<file path="src/rtl/sp_pkg.sv">
// Shared definitions for the stored-program core: the sequencer's states,
// the opcode values and the condition-bit positions.
// Assumes the opcode values fit the memory word (W >= 4).
package sp_pkg;

    // One pass per instruction: three fetch steps, an operand read, execute.
    typedef enum logic [2:0] {
        ST_OPC  = 3'd0,
        ST_AD1  = 3'd1,
        ST_AD2  = 3'd2,
        ST_OPND = 3'd3,
        ST_EXEC = 3'd4,
        ST_STOP = 3'd5
    } seq_state_e;

    localparam int unsigned OP_HALT  = 0;
    localparam int unsigned OP_CMP   = 1;
    localparam int unsigned OP_LOAD  = 2;
    localparam int unsigned OP_STORE = 3;
    localparam int unsigned OP_MOVE  = 4;
    localparam int unsigned OP_JMP   = 5;
    localparam int unsigned OP_JGT   = 6;
    localparam int unsigned OP_JEQ   = 7;
    localparam int unsigned OP_JLT   = 8;
    localparam int unsigned OP_ADD   = 9;

    // Bit positions inside the three-bit condition code.
    localparam int CC_GT = 2;
    localparam int CC_EQ = 1;
    localparam int CC_LT = 0;

    // Cells occupied by one instruction.
    localparam int INSN_CELLS = 3;

endpackage

</file>
<file path="src/rtl/sp_mem.sv">
// Unified program/data store of 2^W cells of W bits.
// One synchronous write port, and two combinational read ports: one for the
// core and one for observation. The cells are not reset: contents survive a
// core reset, which is how programs are loaded.
module sp_mem #(
    parameter int W = 8
) (
    input  logic         clk,
    input  logic         we,
    input  logic [W-1:0] waddr,
    input  logic [W-1:0] wdata,
    input  logic [W-1:0] raddr,
    output logic [W-1:0] rdata,
    input  logic [W-1:0] paddr,
    output logic [W-1:0] pdata
);
    localparam int DEPTH = 1 << W;

    logic [W-1:0] cells [DEPTH];

    // Store one cell per cycle when a write is requested.
    always_ff @(posedge clk) begin
        if (we) begin
            cells[waddr] <= wdata;
        end
    end

    // Core read port.
    always_comb rdata = cells[raddr];

    // Observation read port.
    always_comb pdata = cells[paddr];

endmodule

</file>
<file path="src/rtl/sp_alu.sv">
// Arithmetic for the core: modular sum and unsigned three-way comparison of
// two memory operands. Purely combinational.
module sp_alu
    import sp_pkg::*;
#(
    parameter int W = 8
) (
    input  logic [W-1:0] opnd_x,
    input  logic [W-1:0] opnd_y,
    output logic [W-1:0] sum,
    output logic [2:0]   flags
);
    // Sum wraps at the word width.
    always_comb sum = opnd_x + opnd_y;

    // Exactly one of the three relations is true for any operand pair.
    always_comb begin
        flags        = '0;
        flags[CC_GT] = (opnd_x >  opnd_y);
        flags[CC_EQ] = (opnd_x == opnd_y);
        flags[CC_LT] = (opnd_x <  opnd_y);
    end

endmodule

</file>
<file path="src/rtl/sp_seq.sv">
// Fetch/decode/execute sequencer. Holds the program counter, the memory
// address register, the instruction register (opcode plus two address
// fields), the first-operand data register, the working register and the
// condition bits. Every instruction spends five cycles here:
//   OPC  : opcode   <- mem[pc]      ; mar <- pc+1
//   AD1  : field X  <- mem[pc+1]    ; mar <- pc+2
//   AD2  : field Y  <- mem[pc+2]    ; mar <- X
//   OPND : mdr      <- mem[X]       ; mar <- Y
//   EXEC : mem[Y] is on rd_data; act, then pc/mar <- next address
// Assumes a combinational memory read on rd_addr.
module sp_seq
    import sp_pkg::*;
#(
    parameter int W = 8
) (
    input  logic         clk,
    input  logic         rst_n,
    input  logic [W-1:0] rd_data,
    input  logic [W-1:0] alu_sum,
    input  logic [2:0]   alu_flags,
    output logic [W-1:0] rd_addr,
    output logic         wr_en,
    output logic [W-1:0] wr_addr,
    output logic [W-1:0] wr_data,
    output logic [W-1:0] opnd_x,
    output logic [W-1:0] pc_q,
    output logic [2:0]   cc_q,
    output logic         halted
);
    localparam logic [W-1:0] K_CMP   = W'(OP_CMP);
    localparam logic [W-1:0] K_LOAD  = W'(OP_LOAD);
    localparam logic [W-1:0] K_STORE = W'(OP_STORE);
    localparam logic [W-1:0] K_MOVE  = W'(OP_MOVE);
    localparam logic [W-1:0] K_JMP   = W'(OP_JMP);
    localparam logic [W-1:0] K_JGT   = W'(OP_JGT);
    localparam logic [W-1:0] K_JEQ   = W'(OP_JEQ);
    localparam logic [W-1:0] K_JLT   = W'(OP_JLT);
    localparam logic [W-1:0] K_ADD   = W'(OP_ADD);
    localparam logic [W-1:0] K_STEP  = W'(INSN_CELLS);

    seq_state_e   state;
    logic [W-1:0] mar;
    logic [W-1:0] ir_op;
    logic [W-1:0] ir_x;
    logic [W-1:0] ir_y;
    logic [W-1:0] mdr;
    logic [W-1:0] work_r;

    logic         op_runs;
    logic         op_writes;
    logic         jump_taken;
    logic [W-1:0] next_pc;

    // Opcodes 1..9 execute; 0 and anything above 9 stop the core.
    always_comb op_runs = (ir_op != '0) && (ir_op <= K_ADD);

    // Instructions that write a memory cell.
    always_comb op_writes = (ir_op == K_STORE) || (ir_op == K_MOVE) || (ir_op == K_ADD);

    // Jump decision from the opcode and the stored condition bits.
    always_comb begin
        unique case (ir_op)
            K_JMP:   jump_taken = 1'b1;
            K_JGT:   jump_taken = cc_q[CC_GT];
            K_JEQ:   jump_taken = cc_q[CC_EQ];
            K_JLT:   jump_taken = cc_q[CC_LT];
            default: jump_taken = 1'b0;
        endcase
    end

    // Address of the next instruction: jump target or the following slot.
    always_comb next_pc = jump_taken ? ir_x : (pc_q + K_STEP);

    // Memory write request, only ever issued in the execute step.
    always_comb begin
        wr_en   = (state == ST_EXEC) && op_writes;
        wr_addr = (ir_op == K_STORE) ? ir_x : ir_y;
        unique case (ir_op)
            K_STORE: wr_data = work_r;
            K_MOVE:  wr_data = mdr;
            default: wr_data = alu_sum;
        endcase
    end

    // Outward views of internal registers.
    always_comb begin
        rd_addr = mar;
        opnd_x  = mdr;
        halted  = (state == ST_STOP);
    end

    // Sequencer state and architectural registers.
    always_ff @(posedge clk) begin
        if (!rst_n) begin
            state  <= ST_OPC;
            pc_q   <= '0;
            mar    <= '0;
            ir_op  <= '0;
            ir_x   <= '0;
            ir_y   <= '0;
            mdr    <= '0;
            work_r <= '0;
            cc_q   <= '0;
        end else begin
            unique case (state)
                ST_OPC: begin
                    ir_op <= rd_data;
                    mar   <= pc_q + W'(1);
                    state <= ST_AD1;
                end
                ST_AD1: begin
                    ir_x  <= rd_data;
                    mar   <= pc_q + W'(2);
                    state <= ST_AD2;
                end
                ST_AD2: begin
                    ir_y  <= rd_data;
                    mar   <= ir_x;
                    state <= ST_OPND;
                end
                ST_OPND: begin
                    mdr   <= rd_data;
                    mar   <= ir_y;
                    state <= ST_EXEC;
                end
                ST_EXEC: begin
                    if (!op_runs) begin
                        state <= ST_STOP;
                    end else begin
                        if (ir_op == K_CMP) begin
                            cc_q <= alu_flags;
                        end
                        if (ir_op == K_LOAD) begin
                            work_r <= mdr;
                        end
                        pc_q  <= next_pc;
                        mar   <= next_pc;
                        state <= ST_OPC;
                    end
                end
                default: begin
                    state <= ST_STOP;
                end
            endcase
        end
    end

endmodule

</file>
<file path="src/rtl/sp_core.sv">
// Top of the stored-program core: memory, sequencer and arithmetic unit.
// The load port may write memory only while reset is held; after release
// only the core writes. The peek port observes any cell at any time.
module sp_core #(
    parameter int W = 8
) (
    input  logic         clk,
    input  logic         rst_n,
    input  logic         ld_en,
    input  logic [W-1:0] ld_addr,
    input  logic [W-1:0] ld_data,
    input  logic [W-1:0] peek_addr,
    output logic [W-1:0] peek_data,
    output logic         halted
);
    logic [W-1:0] rd_addr;
    logic [W-1:0] rd_data;
    logic         core_we;
    logic [W-1:0] core_waddr;
    logic [W-1:0] core_wdata;
    logic [W-1:0] opnd_x;
    logic [W-1:0] alu_sum;
    logic [2:0]   alu_flags;
    logic [W-1:0] pc;
    logic [2:0]   cc;

    logic         ld_take;
    logic         mem_we;
    logic [W-1:0] mem_waddr;
    logic [W-1:0] mem_wdata;

    // The loader owns the write port while reset is low.
    always_comb begin
        ld_take   = ld_en && !rst_n;
        mem_we    = ld_take || core_we;
        mem_waddr = ld_take ? ld_addr : core_waddr;
        mem_wdata = ld_take ? ld_data : core_wdata;
    end

    sp_mem #(.W(W)) u_mem (
        .clk   (clk),
        .we    (mem_we),
        .waddr (mem_waddr),
        .wdata (mem_wdata),
        .raddr (rd_addr),
        .rdata (rd_data),
        .paddr (peek_addr),
        .pdata (peek_data)
    );

    sp_alu #(.W(W)) u_alu (
        .opnd_x (opnd_x),
        .opnd_y (rd_data),
        .sum    (alu_sum),
        .flags  (alu_flags)
    );

    sp_seq #(.W(W)) u_seq (
        .clk       (clk),
        .rst_n     (rst_n),
        .rd_data   (rd_data),
        .alu_sum   (alu_sum),
        .alu_flags (alu_flags),
        .rd_addr   (rd_addr),
        .wr_en     (core_we),
        .wr_addr   (core_waddr),
        .wr_data   (core_wdata),
        .opnd_x    (opnd_x),
        .pc_q      (pc),
        .cc_q      (cc),
        .halted    (halted)
    );

endmodule

</file>
<file path="config.mk">
export PLATFORM = sky130hd
export DESIGN_NAME = sp_core
export DESIGN_NICKNAME = d
export VERILOG_FILES = /design/src/rtl/sp_pkg.sv /design/src/rtl/sp_mem.sv /design/src/rtl/sp_alu.sv /design/src/rtl/sp_seq.sv /design/src/rtl/sp_core.sv
export SDC_FILE = /design/constraint.sdc
export NUM_CORES = 2
export LEC_CHECK = 0
export CAP_MARGIN = 10
export CORE_MARGIN = 8
export CORE_UTILIZATION = 45
export CTS_CLUSTER_DIAMETER = 200
export DETAILED_ROUTE_END_ITERATION = 10
export PLACE_DENSITY_LB_ADDON = 0.2
export SYNTH_ARGS = -nofsm -noshare
export SYNTH_HDL_FRONTEND = slang
export SYNTH_SLANG_ARGS = --single-unit
</file>
<file path="constraint.sdc">
create_clock -name clk -period 16.04 [get_ports clk]
set_input_delay 2.406 -clock clk [delete_from_list [all_inputs] [get_ports clk]]
set_output_delay 2.406 -clock clk [all_outputs]
set_load 0.02 [all_outputs]
</file>
=== Word level (Yosys, flattened, before mapping) ===
Memories as Yosys holds them, arrays and structs flattened. A register that Yosys moved wholly into a read port is not among the register bits.
Cells that the tools add are included.
Widths: inputs -> output; s select.

* Bits in registers: 62
* Bits in writable memories: 2048
* Input port bits: 27
* Logic and storage cells: 61
* Memories kept: 1

{| class="wikitable"
|+ Memory list
! memory !! depth !! width !! read ports !! clocked after Yosys merged registers in !! wr ports !! RTL line !! text
|-
| u_mem.cells || 256 || 8 || 2 || 1 || 1 || sp_mem.sv:19 || <nowiki>logic [W-1:0] cells [DEPTH];</nowiki>
|}

* $add $sub $neg: 4
* Magnitude comparators: 3
* Equal/unequal tests: 16
* Mux-type cells: 14
* Reductions and logical operators: 14

{| class="wikitable"
|+ Operators by type and width
! kind !! count
|-
| $mux 8 || 7
|-
| $pmux 8 s5 || 1
|-
| $eq 8x3->1 const B || 4
|-
| $add 8x2->8 const B || 2
|-
| $eq 8x2->1 const B || 2
|-
| $eq 8x4->1 const B || 2
|-
| $pmux 8 s2 || 1
|-
| $pmux 3 s5 || 1
|-
| $add 8x1->8 const B || 1
|-
| $add 8x8->8 || 1
|-
| $eq 8x1->1 const B || 1
|-
| $eq 8x8->1 || 1
|-
| $gt 8x8->1 || 1
|-
| $le 8x4->1 const B || 1
|-
| $lt 8x8->1 || 1
|-
| $reduce_bool 8->1 || 1
|-
| $eq 3x2->1 const B || 2
|-
| $eq 3x3->1 const B || 2
|-
| $reduce_and 3->1 || 2
|-
| $reduce_bool 5->1 || 1
|-
| $pmux 1 s4 || 1
|-
| $reduce_and 2->1 || 2
|-
| $eq 3x1->1 const B || 1
|-
| $logic_and 1x1->1 || 3
|-
| 6 further kinds || 9
|}

=== Logic depth before layout (Yosys ltp) ===
* Depth in word-level cells: 7
* Depth in mapped cells: 23
* Depth with buffers taken out: 18

=== By module ===
Synthesis repeated with hierarchy kept, for this count alone.

* Cells, all modules: 5350
* Area total of the unflattened synthesis: 100792.9 µm²

{| class="wikitable"
|+ By module, submodules not included
! module !! instances !! cells an instance !! area each (µm²) !! seq. area each (µm²)
|-
| sp_mem || 1 || 4831 || 96652.7 || 61499.0
|-
| sp_seq || 1 || 435 || 3380.7 || 1241.2
|-
| sp_alu || 1 || 64 || 494.2 || 0.0
|-
| sp_core || 1 || 20 || 265.3 || 0.0
|}

=== Worst setup path before layout ===
OpenSTA, ideal clock, no wires.

* Path kind: reg2reg
* Start point: reg (tool-made name)
* End point: mem u_mem.cells[0][6] (data pin)
* Library setup time: 1728 ps
* Data arrival time: 10378 ps
* Path slack: 3934 ps
* Cell stages (with the launch flop): 21
* Buffers on the path: 4
* Cell sequence: dfxtp_1 -> buf_6 -> buf_12 -> buf_12 -> buf_12 -> mux4_1 -> a2111oi_0 -> nor4_1 -> o21ai_2 -> inv_1 -> ha_1 -> inv_1 -> fa_1 -> o21bai_1 -> a21oi_1 -> nor2_1 -> nor2_1 -> o21bai_1 -> xnor2_1 -> nand2_1 -> a31oi_1

{| class="wikitable"
|+ RTL lines
! item !! RTL line
|-
| to (decl) || sp_mem.sv:19
|}

=== Worst setup path in the final report ===
* Start point: in peek_addr[0]
* End point: out peek_data[1]

* Cells in the longest elaborated chain, start to end: 1

{| class="wikitable"
|+ Ends and longest elaborated chain
! item !! RTL line !! text
|-
| from (decl) || sp_core.sv:12 || <nowiki>input logic [W-1:0] peek_addr,</nowiki>
|-
| $mem_v2 256x8 || n/a ||
|-
| to (decl) || sp_core.sv:13 || <nowiki>output logic [W-1:0] peek_data,</nowiki>
|}

No other way between the ends.

==> impl_metrics.csv <==
group,metric,value,unit
run_status,status,"finished, final reports clean",
yosys,synth.top_cell.area_share,0.6174,
place,dp_cells,7876,
yosys,synth-edff-count,2048,
final_layout,syn_to_final_growth,10.34,%
die,die_h,486.5,µm
clocking,cts_root_buf,"clkbuf_16",
die,std_cell_rows,172,
clocking,post_cts_buffers,0,
yosys,yosysWarnings,0,
sta,rsz0062_at_grt,"no",
global_route,grt_max_degree,241,
pwr,p_int,10.71,mW
worst_setup_path,critPathBufInv,4,
pwr,p_switching,4.386,mW
pwr,share_clk_of_total_power,0.334,
sta,finalSetupTns,0,ns
yosys,synth_cell_types,89,
clocking,cts_made_buffers,219,
detailed_routing,routed_wl,311.3,mm
clocking,clk_latency,0.88,ns
worst_setup_path,cp_slowest_cell,"a22oi_1",
yosys,synth-seq-area-share,0.6314,
pwr,peakVddDrop,0.1828,mV
sta,finalHoldViolCount,0,
pwr,sw_frac_of_total,0.2905,
die,start_util,0.4529,
yosys,yosysMostFrequentCell,"edfxtp_1",
clocking,clk_path_buf_depth,3,
clocking,postCtsHoldBufs,0,
final_layout,num-nets-final,5190,
yosys,netlist_top_cells_area,"edfxtp_1, mux4_2, nor2_1, dfxtp_1, a22oi_1",
yosys,synthesis.area,0.09962,mm²
die,core_area,0.2199,mm²
job,drv_cap,0,
yosys,yosys.area.top_type,"edfxtp_1",
global_route,grt_pass1_wl,437.6,mm
sta,slew_violations,0,
worst_setup_path,crit_path_start_kind,"input port",
worst_setup_path,crit_chain,"buf_8, buf_12, buf_12, mux4_2, mux4_2, a22oi_1, nand2_1, a22oi_1, o221ai_1, clkdlybuf4s50_1",
clocking,cts_tree,"done",
detailed_routing,drtPass1Iterations,6,
sta,slew_headroom,0.1169,
yosys,ys.flop_type,"edfxtp_1",
clocking,cts-resized-gates,0,
die,io_pins,36,
worst_setup_path,endpoint_kind,"output port",
yosys,synthCells,5140,
global_route,grt_pass1_vias,56640,
detailed_routing,wl_per_cell,37.54,µm
detailed_routing,drc_errors,0,
die,die_w,486.5,µm
sta,min_period,10.25,ns
worst_setup_path,cpLargestDelayFamily,"buffers and inverters",
clocking,cts_sinks,2118,
detailed_routing,vias,56840,
sta,worst_slew_pin_slew,1.320,ns
pwr,pwr-share-seq,0.469,
global_route,groute.usage.overall,0.2583,
detailed_routing,via_per_inst,6.855,
yosys,synth_seq_cells,2118,
sta,setup_viol,0,
yosys,avgSynthCellArea,19.38,µm²
worst_setup_path,critPathRequiredTime,13.63,ns
pwr,cellLeakagePower,33.31,nW
yosys,synthTopCellsByCount,"edfxtp_1, mux4_2, nor2_1",
die,die_area,0.2367,mm²
yosys,async_flop_share,0,
worst_setup_path,critPathKind,"in2out",
final_layout,drive_gt1_frac,0.3104,
worst_hold_path,hp-class,"reg2reg",
yosys,synthesis.nets,5188,
pwr,p_comb_frac,0.197,
place,gp_congestion,0.9002,
pwr,power_density,137.4,mW/mm²
sta,fin_skew,0.07812,ns
pwr,total_power,15.10,mW
global_route,overflow,0,
detailed_routing,ant_nets,0,
final_layout,finalNonFillerCells,8292,
place,hpwl,194.9,mm
clocking,htree_levels,4,
worst_setup_path,cp_max_fo,91,
sta,max_freq,0.09760,GHz
place,port_buffers,35,
sta,finalCritPeriodShare,0.6388,
worst_setup_path,arrival,7.84,ns
clocking,clkTransAtPathRegs,0.06,ns
worst_setup_path,cpPeakStageDelay,0.72,ns
detailed_routing,drtIter0Drc,8134,
global_route,antenna_found_initial,9,
[cell families after synthesis]
group	share of synthesized area
XOR/XNOR	0.001846
adder cells (fa/ha/maj)	0.002713
AND/OR/NAND/NOR	0.03345
buffers and inverters	0.02418
AO/OA/AOI/OAI	0.03875
multiplexers	0.2676
flip-flops	0.6314
[worst reg2reg max path: cells and delay by family, from the launching register on]
family | cells | cell delay, ns
mux | 2 | 0.58
buf+inv | 6 | 4.18
fa+ha+maj | 1 | 0.37
compound gates | 8 | 2.55
simple gates | 4 | 0.72
flops | 1 | 0.76
[final timing paths]
path,end,from,depth (start not counted),slack (ns)
max reg2reg,u_mem.cells[176][7],flip-flop,21,6.40
max,peek_data[1],peek_addr[0],10,5.79
min,u_seq.ir_op[4],u_seq.ir_op[4],2,0.47
min reg2reg,u_seq.ir_op[4],u_seq.ir_op[4],2,0.47
[sequential cells by signal, indices dropped and copies added (netlist names), named ones only]
register	count
u_seq.pc_q	8
u_seq.work_r	8
u_seq.ir_x	8
u_seq.ir_op	8
u_seq.rd_addr	8
u_seq.cc_q	3
u_seq.opnd_x	8
u_mem.cells	2048
u_seq.ir_y	8
u_seq.state	3
[layer usage]
layer  global-route usage  routed length (µm)
met1               0.3598              119700
met2               0.3960              143000
met3              0.06762               35230
met4              0.09444               13350
met5                    0                   9
[power by group through the flow]
stage	combinational (mW)	sequential, mW	clock, mW
final	2.97	7.08	5.04
after global routing	3.13	7.08	5.31
after CTS	2.96	7.08	5.10
after detailed placement	2.97	7.19	0
after global placement	2.92	7.19	0
after floorplan	1.86	7.59	0
[cell type report]
cell class              count  area [µm²]
repair buffers            178        1664
multi-input cells        2597       34460
diodes                      3       7.507
inverters                  28       105.1
fillers                 17750      110000
clock inverters           142        1235
well taps                2958        3701
flip-flops and latches   2118       62920
clock buffers             268        5821
[stage by stage]
stage	setup WS (ns)	utilization	area, µm²	hold WS [ns]
floorplan	3.934	-	99620	0.4444
global placement	5.641	0.4675	102800	0.4516
detailed placement	5.689	0.4675	102800	0.4614
CTS	5.666	0.4996	109900	0.4694
global route	5.572	0.4997	109900	0.4949
finish	5.794	0.4998	109900	0.4683
[cells in the final DEF (no fill, tap or decap), types with 20 or more instances in the layout]
cell type and n:
clkbuf_16 224, buf_4 123, nor3_1 22, nand3_1 25, nor2b_1 21, clkdlybuf4s50_1 31
edfxtp_1 2048, clkinv_2 49, dfxtp_1 64, nor2_1 385, a22oi_1 127, a21oi_1 110
a31oi_1 24, inv_1 22, a221oi_1 32, clkinv_1 45, mux2i_1 76, o21ai_0 54
mux4_2 1113, mux4_1 27, clkbuf_1 39, a22o_1 22, nand2_1 215, o221ai_1 20
ha_1 20, o22ai_1 62
Note: power is estimated with default switching activity, not from simulation.
